$ cat src/rtl/tpe_pkg.sv
package tpe_pkg;
  localparam int PULSE_UNITS = 4;
  localparam logic [1:0] SYM_ZERO = 2'b00;
  localparam logic [1:0] SYM_ONE  = 2'b01;

  typedef enum logic [1:0] {PH_IDLE, PH_SEND, PH_GAP} phase_t;

  typedef struct packed {
    logic load;    // capture input codes this edge
    logic shift;   // advance to next symbol this edge
    logic active;  // a pulse is being sent
    logic second;  // second pulse of the symbol
    logic early;   // first unit of a pulse
    logic late;    // last unit of a pulse
  } strobe_t;
endpackage

$ cat src/rtl/tpe_ctrl.sv
module tpe_ctrl #(
  parameter int TOTAL_SYMS = 18,
  parameter int UNIT_TICKS = 2,
  parameter int GAP_UNITS  = 32
) (
  input  logic             clk,
  input  logic             rst,
  input  logic             en,
  output tpe_pkg::strobe_t strobes
);
  import tpe_pkg::*;

  localparam int TW = (UNIT_TICKS > 1) ? $clog2(UNIT_TICKS) : 1;
  localparam int UW = (GAP_UNITS > PULSE_UNITS) ? $clog2(GAP_UNITS) : 2;
  localparam int SW = (TOTAL_SYMS > 1) ? $clog2(TOTAL_SYMS) : 1;
  localparam logic [TW-1:0] TICK_LAST  = TW'(UNIT_TICKS - 1);
  localparam logic [UW-1:0] PULSE_LAST = UW'(PULSE_UNITS - 1);
  localparam logic [UW-1:0] GAP_LAST   = UW'(GAP_UNITS - 1);
  localparam logic [SW-1:0] SYM_LAST   = SW'(TOTAL_SYMS - 1);

  phase_t        phase;
  logic [TW-1:0] tickCnt;
  logic [UW-1:0] unitCnt;
  logic [SW-1:0] symCnt;
  logic          second;
  logic          lastTick, pulseEnd, gapEnd;

  always_comb begin
    lastTick = (tickCnt == TICK_LAST);
    pulseEnd = (phase == PH_SEND) && lastTick && (unitCnt == PULSE_LAST);
    gapEnd   = (phase == PH_GAP) && lastTick && (unitCnt == GAP_LAST);
    strobes.load   = en && ((phase == PH_IDLE) || gapEnd);
    strobes.shift  = pulseEnd && second;
    strobes.active = (phase == PH_SEND);
    strobes.second = second;
    strobes.early  = (unitCnt == '0);
    strobes.late   = (unitCnt == PULSE_LAST);
  end

  always_ff @(posedge clk) begin
    if (rst || !en) begin
      phase   <= PH_IDLE;
      tickCnt <= '0;
      unitCnt <= '0;
      symCnt  <= '0;
      second  <= 1'b0;
    end else begin
      case (phase)
        PH_IDLE: begin
          phase   <= PH_SEND;
          tickCnt <= '0;
          unitCnt <= '0;
          symCnt  <= '0;
          second  <= 1'b0;
        end
        PH_SEND: begin
          if (lastTick) begin
            tickCnt <= '0;
            if (unitCnt == PULSE_LAST) begin
              unitCnt <= '0;
              second  <= ~second;
              if (second) begin
                if (symCnt == SYM_LAST) begin
                  symCnt <= '0;
                  phase  <= PH_GAP;
                end else begin
                  symCnt <= symCnt + 1'b1;
                end
              end
            end else begin
              unitCnt <= unitCnt + 1'b1;
            end
          end else begin
            tickCnt <= tickCnt + 1'b1;
          end
        end
        PH_GAP: begin
          if (lastTick) begin
            tickCnt <= '0;
            if (unitCnt == GAP_LAST) begin
              unitCnt <= '0;
              phase   <= PH_SEND;
            end else begin
              unitCnt <= unitCnt + 1'b1;
            end
          end else begin
            tickCnt <= tickCnt + 1'b1;
          end
        end
        default: phase <= PH_IDLE;
      endcase
    end
  end
endmodule

$ cat src/rtl/tpe_datapath.sv
module tpe_datapath #(
  parameter int ADDR_SYMS = 10,
  parameter int DATA_BITS = 8
) (
  input  logic                                         clk,
  input  logic                                         rst,
  input  logic [2*ADDR_SYMS-1:0]                       addrSym,
  input  logic [2*((DATA_BITS > 0) ? DATA_BITS : 1)-1:0] dataSym,
  input  tpe_pkg::strobe_t                             strobes,
  output logic                                         txOut
);
  import tpe_pkg::*;

  localparam int TOTAL = ADDR_SYMS + DATA_BITS;

  // per symbol: bit 2k = first pulse long, bit 2k+1 = second pulse long
  logic [2*TOTAL-1:0] loadVec;
  logic [2*TOTAL-1:0] shadow;
  logic               curLong;

  for (genvar g = 0; g < ADDR_SYMS; g++) begin : gAddr
    assign loadVec[2*g]   = (addrSym[2*g +: 2] != SYM_ONE);
    assign loadVec[2*g+1] = (addrSym[2*g +: 2] == SYM_ZERO);
  end

  if (DATA_BITS > 0) begin : gData
    for (genvar g = 0; g < DATA_BITS; g++) begin : gBit
      assign loadVec[2*(ADDR_SYMS+g)]   = (dataSym[2*g +: 2] == SYM_ZERO);
      assign loadVec[2*(ADDR_SYMS+g)+1] = (dataSym[2*g +: 2] == SYM_ZERO);
    end
  end else begin : gNoData
    logic unusedData;
    assign unusedData = ^dataSym;
  end

  always_ff @(posedge clk) begin
    if (rst) begin
      shadow <= '0;
    end else if (strobes.load) begin
      shadow <= loadVec;
    end else if (strobes.shift) begin
      shadow <= shadow >> 2;
    end
  end

  always_comb begin
    curLong = strobes.second ? shadow[1] : shadow[0];
    txOut   = strobes.active && (strobes.early || (!strobes.late && curLong));
  end
endmodule

$ cat src/rtl/tpe_top.sv
module tpe_top #(
  parameter int ADDR_SYMS  = 10,
  parameter int DATA_BITS  = 8,
  parameter int UNIT_TICKS = 2,
  parameter int GAP_UNITS  = 32
) (
  input  logic                                         clk,
  input  logic                                         rst,
  input  logic                                         en,
  input  logic [2*ADDR_SYMS-1:0]                       addrSym,
  input  logic [2*((DATA_BITS > 0) ? DATA_BITS : 1)-1:0] dataSym,
  output logic                                         txOut
);
  tpe_pkg::strobe_t strobes;

  tpe_ctrl #(
    .TOTAL_SYMS(ADDR_SYMS + DATA_BITS),
    .UNIT_TICKS(UNIT_TICKS),
    .GAP_UNITS (GAP_UNITS)
  ) uCtrl (
    .clk    (clk),
    .rst    (rst),
    .en     (en),
    .strobes(strobes)
  );

  tpe_datapath #(
    .ADDR_SYMS(ADDR_SYMS),
    .DATA_BITS(DATA_BITS)
  ) uData (
    .clk    (clk),
    .rst    (rst),
    .addrSym(addrSym),
    .dataSym(dataSym),
    .strobes(strobes),
    .txOut  (txOut)
  );
endmodule

$ cat config.mk
export PLATFORM = sky130hd
export DESIGN_NAME = tpe_top
export DESIGN_NICKNAME = d
export VERILOG_FILES = /design/src/rtl/tpe_pkg.sv /design/src/rtl/tpe_ctrl.sv /design/src/rtl/tpe_datapath.sv /design/src/rtl/tpe_top.sv
export SDC_FILE = /design/constraint.sdc
export NUM_CORES = 1
export LEC_CHECK = 0
export BUFFER_PORTS_ARGS = -buffer_cell sky130_fd_sc_hd__buf_2
export CORE_ASPECT_RATIO = 1.5
export CORE_MARGIN = 2
export CORE_UTILIZATION = 25
export CTS_BUF_LIST = sky130_fd_sc_hd__clkbuf_4 sky130_fd_sc_hd__clkbuf_8
export CTS_CLUSTER_DIAMETER = 60
export DETAILED_ROUTE_END_ITERATION = 8
export SETUP_SLACK_MARGIN = 0.15
export SYNTH_ARGS = -nofsm -noshare
export SYNTH_HDL_FRONTEND = slang
export SYNTH_SLANG_ARGS = --single-unit
export TNS_END_PERCENT = 20
$ cat constraint.sdc
create_clock -name clk -period 1.96 [get_ports clk]
set_input_delay 0.196 -clock clk [delete_from_list [all_inputs] [get_ports clk]]
set_output_delay 0.196 -clock clk [all_outputs]
set_load 0.01 [all_outputs]
# --- Word level (Yosys, flattened, before mapping) ---
# Index checks and enable logic that the tools add are counted.
# Widths: inputs -> output; s select.
classes:
  add_sub_neg: 3
  mul: 0
  div: 0
  magnitude_cmp: 0
  eq_ne: 21
  n_shift: 0
  muxes: 25
  bitwise_logic: 1
  n_reduce_logical: 42
op_table:
  columns: ["op", "count"]
  rows:
  - ["$mux 36", 2]
  - ["$mux 5", 8]
  - ["$logic_not 2->1", 19]
  - ["$ne 2x1->1 const B", 11]
  - ["$pmux 5 s3", 1]
  - ["$mux 2", 6]
  - ["$add 5x1->5 const B", 2]
  - ["$eq 5x5->1 const B", 2]
  - ["$ne 2x2->1 const B", 5]
  - ["$pmux 5 s2", 1]
  - ["$logic_and 1x1->1", 8]
  - ["$pmux 2 s3", 1]
  - ["$reduce_and 3->1", 2]
  - ["$reduce_and 6->1", 1]
  - ["$reduce_bool 2->1", 3]
  - ["$eq 5x2->1 const B", 1]
  - ["$logic_not 5->1", 1]
  - ["$mux 1", 4]
  - ["$pmux 1 s2", 2]
  - ["$reduce_and 4->1", 1]
  - ["$logic_or 1x1->1", 3]
  - ["$reduce_bool 3->1", 1]
  - ["$eq 2x1->1 const B", 1]
  - ["$eq 2x2->1 const B", 1]
  - ["4 further kinds", 5]
word_totals:
  register_bits: 50
  latchBits: 0
  ram_bits: 0
  mem_bits_ro: 0
  input_bits: 39
  out_inout_bits: 1
  elab_cells: 98
  n_memories: 0

# --- Depth between registers and ports, before layout ---
depth:
  ltp_word: 6
  mapped_depth: 9
  depth_no_buf: 7

# --- By module ---
# From an unflattened synthesis, not the netlist that was laid out.
unflattened:
  cells_unflattened: 268
  area_unflattened_um2: 2538.7
by_module_without_submodules:
  columns: ["module", "instances", "cells_per_inst", "area_per_inst_um2", "seq_area_each_um2"]
  rows:
  - ["tpe_datapath", 1, 155, 1575.3, 560.5]
  - ["tpe_ctrl", 1, 113, 963.4, 280.3]

# --- Least setup slack after synthesis ---
# Ideal clock, no wire load.
synth_path:
  kind: "register to register"
  from: "register uCtrl.unitCnt[0]"
  to: "register uData.shadow[13]"
  setup_ps: 145
  t_arrival_ps: 1848
  required_ps: 1815
  slack_ps: -33
  stages_incl_launch_ff: 9
  path_buffers: 2
  synth_period_minus_slack_ps: 1993
  cell_sequence: "dfxtp_1 ha_1 and3_1 ha_1 and3_1 o21ai_0 buf_2 buf_1 a311oi_2"
synth_via:
  elab_chain_cells: 5
synth_lines:
  columns: ["element", "line_no", "source"]
  rows:
  - ["from (decl)", "tpe_ctrl.sv:23", "logic [UW-1:0] unitCnt;"]
  - ["from (signal assigned)", "tpe_ctrl.sv:71", "unitCnt <= unitCnt + 1'b1;"]
  - ["from (signal assigned)", "tpe_ctrl.sv:84", "unitCnt <= unitCnt + 1'b1;"]
  - ["$eq 5x5->1", "tpe_ctrl.sv:31", "gapEnd = (phase == PH_GAP) && lastTick && (unitCnt == GAP_LAST);"]
  - ["$logic_and 1x1->1", "tpe_ctrl.sv:31", null]
  - ["$logic_or 1x1->1", "tpe_ctrl.sv:32", "strobes.load = en && ((phase == PH_IDLE) || gapEnd);"]
  - ["$logic_and 1x1->1", "tpe_ctrl.sv:32", null]
  - ["$mux 36 / $reduce_bool 2->1 (equally long branches)", null, null]
  - ["to (signal assigned)", "tpe_datapath.sv:40", "shadow <= loadVec;"]
  - ["to (signal assigned)", "tpe_datapath.sv:42", "shadow <= shadow >> 2;"]
  - ["to (decl)", "tpe_datapath.sv:18", "logic [2*TOTAL-1:0] shadow;"]
# Several ways; a longest one is shown, not always the timed one.
# A chain may end at the register's enable or synchronous reset.

# --- Final worst setup path ---
layout_path:
  from: "register uCtrl.unitCnt[0]"
  to: "register uData.shadow[34]"
# Same word-level chain as after synthesis.

==> impl_metrics.yaml <==
setup_path:
  cp.required_ns: 2.20
  crit_type: "flop to flop"
  endpoint_kind: "flop"
  slowest_delay_ns: 0.36
  crit_arrival_ns: 2.10
  critPathSlowestCell: "dfxtp_2"
  critPathLaunchType: "flop"
  cp_max_fo: 7
  worstPathCellList: "ha_4 > and3_4 > ha_4 > and3_4 > o21ai_4 > buf_12 > buf_12 > or3_4 > a21oi_2"
yosys:
  seq_area_frac_synth_pct: 37.4
  synth_top_area_share_pct: 37.4
  synthArstFlopShare_pct: 0
  synth_common_cells: "nand2_1, dfxtp_1, nor2_1"
  yosysMostFrequentCell: "nand2_1"
  synth_warnings: 0
  synth.cell_area_um2: 2250
  synthFlopType: "dfxtp_1"
  ys_ff_latch: 42
  syn_nets: 333
  synth.area.top_cells: "dfxtp_1, nand2_1, a311oi_1"
  avgSynthCellArea_um2: 7.92
  synth_edf_count: 0
  synth_cells: 284
  synth.distinct_cells: 43
  yosysTopAreaCell: "dfxtp_1"
placement:
  portBuffers: 39
  hpwlAfterDp_um: 3890
  place_congestion: 0.767
timing:
  setup-violations-final: 0
  rsz0062_at_grt: "yes"
  drv_slew: 0
  tns_ns: 0
  finalHoldWorstSlack_ns: 0.166
  finalCriticalPeriod_ns: 1.86
  period_share_pct: 95.0
  hold_viol: 0
  max_freq_ghz: 0.537
  skew_ns: 0.0118
  slew_headroom_pct: 67.2
  worst_pin_slew_ns: 0.492
min_path:
  hp-class: "input pin to flop"
floorplan:
  io_pins: 40
  rows: 42
  design.die.area_um2: 9780
  fp.dieW_um: 81.4
  fp.dieH_um: 120
  start_util_pct: 25.6
  core_um2: 8780
power:
  leakage_nw: 1.13
  vdd_drop_max_mv: 0.265
  powerDensity_nw_per_um2: 636
  total_power_w: 0.00192
global_route:
  grt_max_degree: 29
  track_usage_pct: 13.2
  first_global_vias: 2144
  grt_pass1_wl_um: 10300
  antenna_found_initial: 0
  grt.overflow.total: 0
clocking:
  cts_tree: "built"
  clock_latency_ns: 0.30
  clockBufferDepth: 2
  numCtsBuffers: 5
  root_buffer: "clkbuf_8"
  htree_levels: 2
  cts_hold_buf: 0
  clk_pin_slew_ns: 0.09
  cts.sinks: 42
drt:
  firstDrtPassIters: 4
  dr_total_vias: 2207
  drcViolationCount: 0
  wl_per_cell_um: 13.7
  via_per_inst: 4.95
  drt_iter0_markers: 180
  wl_um: 6090
  drtAntennaViolNets: 0
finish:
  final_util_pct: 34.5
  layout.nets: 384
  fillerInstances: 884
  syn_to_final_growth_pct: 34.6
  drive_gt1_share_pct: 27.4
  n_antenna_cell: 0
flow_run:
  cap_violations: 0
run_status:
  status: "finished, final reports clean"
## what timing repair did
action	4_1_cts	5_1_grt
cloned	4	1
gates resized for setup	15	9
pin swaps	7	10
buffers inserted	5	0
setup endpoints to repair	34	38
## sequential cells by signal (all words and copies together) (netlist names)
register	cells
uCtrl.lastTick	1
uData.shadow	28
uCtrl.symCnt	5
uCtrl.phase	2
uCtrl.unitCnt	5
uCtrl.second	1
## placed cells by master, fill, tap and decap left out, types with 3 or more instances in the layout
cell type,synthesis,final
nand3_1,6,6
inv_1,10,9
a211oi_1,3,3
ha_1,10,6
nand2_1,63,63
dfxtp_1,42,39
a311oi_1,25,25
nor2_1,41,40
nand4_1,4,4
nor3b_1,10,9
clkbuf_8,0,6
a21oi_1,9,8
buf_2,5,39
ha_4,0,3
nor3_1,3,3
buf_4,1,11
buf_12,0,5
## routing by layer
metal | up-vias | share of wire [%] | track usage, %
li1 | 1108 | - | -
met1 | 1039 | 45 | 17.6
met2 | 52 | 50 | 21.7
met3 | 8 | 3.6 | 1.95
met4 | 0 | 1.3 | 3.71
met5 | - | 0 | 0
## area by class of cell
class,instances,area (µm²),area share (%)
clock buffers,6,82.6,2.73
clock inverters,2,12.5,0.414
inverters,10,37.5,1.24
multi-input cells,215,1370,45.3
flip-flops and latches,42,847,28.0
well taps,110,138,4.55
repair buffers,61,538,17.8
## logic make-up (layout without fill, tap and decap cells)
| family | Yosys count | in the layout | synth area share [%] |
|---|---|---|---|
| AO/OA/AOI/OAI | 57 | 57 | 20.1 |
| buffers and inverters | 27 | 79 | 5.62 |
| multiplexers | 1 | 1 | 0.445 |
| flip-flops | 42 | 42 | 37.4 |
| adder cells (fa/ha/maj) | 10 | 10 | 5.56 |
| AND/OR/NAND/NOR | 146 | 146 | 30.5 |
| XOR/XNOR | 1 | 1 | 0.390 |
## worst paths after layout
check                                                    from                             to  slack, ns  depth (start not counted)
worst min register to register   uData.shadow[7]$_SDFFE_PP0P_   uData.shadow[5]$_SDFFE_PP0P_       0.48                          2
worst max-delay path            uCtrl.unitCnt[0]$_SDFFE_PP0P_  uData.shadow[34]$_SDFFE_PP0P_        0.1                          9
worst min-delay path                              dataSym[14]  uData.shadow[34]$_SDFFE_PP0P_       0.17                          3
worst max register to register  uCtrl.unitCnt[0]$_SDFFE_PP0P_  uData.shadow[34]$_SDFFE_PP0P_        0.1                          9
## metrics by stage
step / setup WS, ns / std cells / instance area [µm²]
2_1_floorplan: 0.153 / 284 / 2270
3_5_place_dp: 0.0229 / 428 / 2650
4_1_cts: 0.0953 / 445 / 2960
6_report: 0.0976 / 446 / 3030
3_3_place_gp: 0.0901 / 428 / 2650
5_1_grt: 0.00956 / 446 / 3030
## where the power goes
group | switching (W) | leakage (nW) | internal (W) | total (W)
Clock | 0.000323 | 0.0472 | 0.000284 | 0.000607
Combinational | 0.000172 | 0.739 | 0.000203 | 0.000375
Sequential | 0.0000327 | 0.347 | 0.000908 | 0.000941
Total | 0.000527 | 1.13 | 0.00140 | 0.00192
## critical path, delay by kind of cell (launching register included)
kind,cells,cell delay [ns]
and+or+nand+nor,3,0.71
DFF,1,0.36
buffers and inverters,2,0.28
adders and majority gates,2,0.26
AOI/OAI and AO/OA,2,0.20
Power figures use the tool's default switching activity.
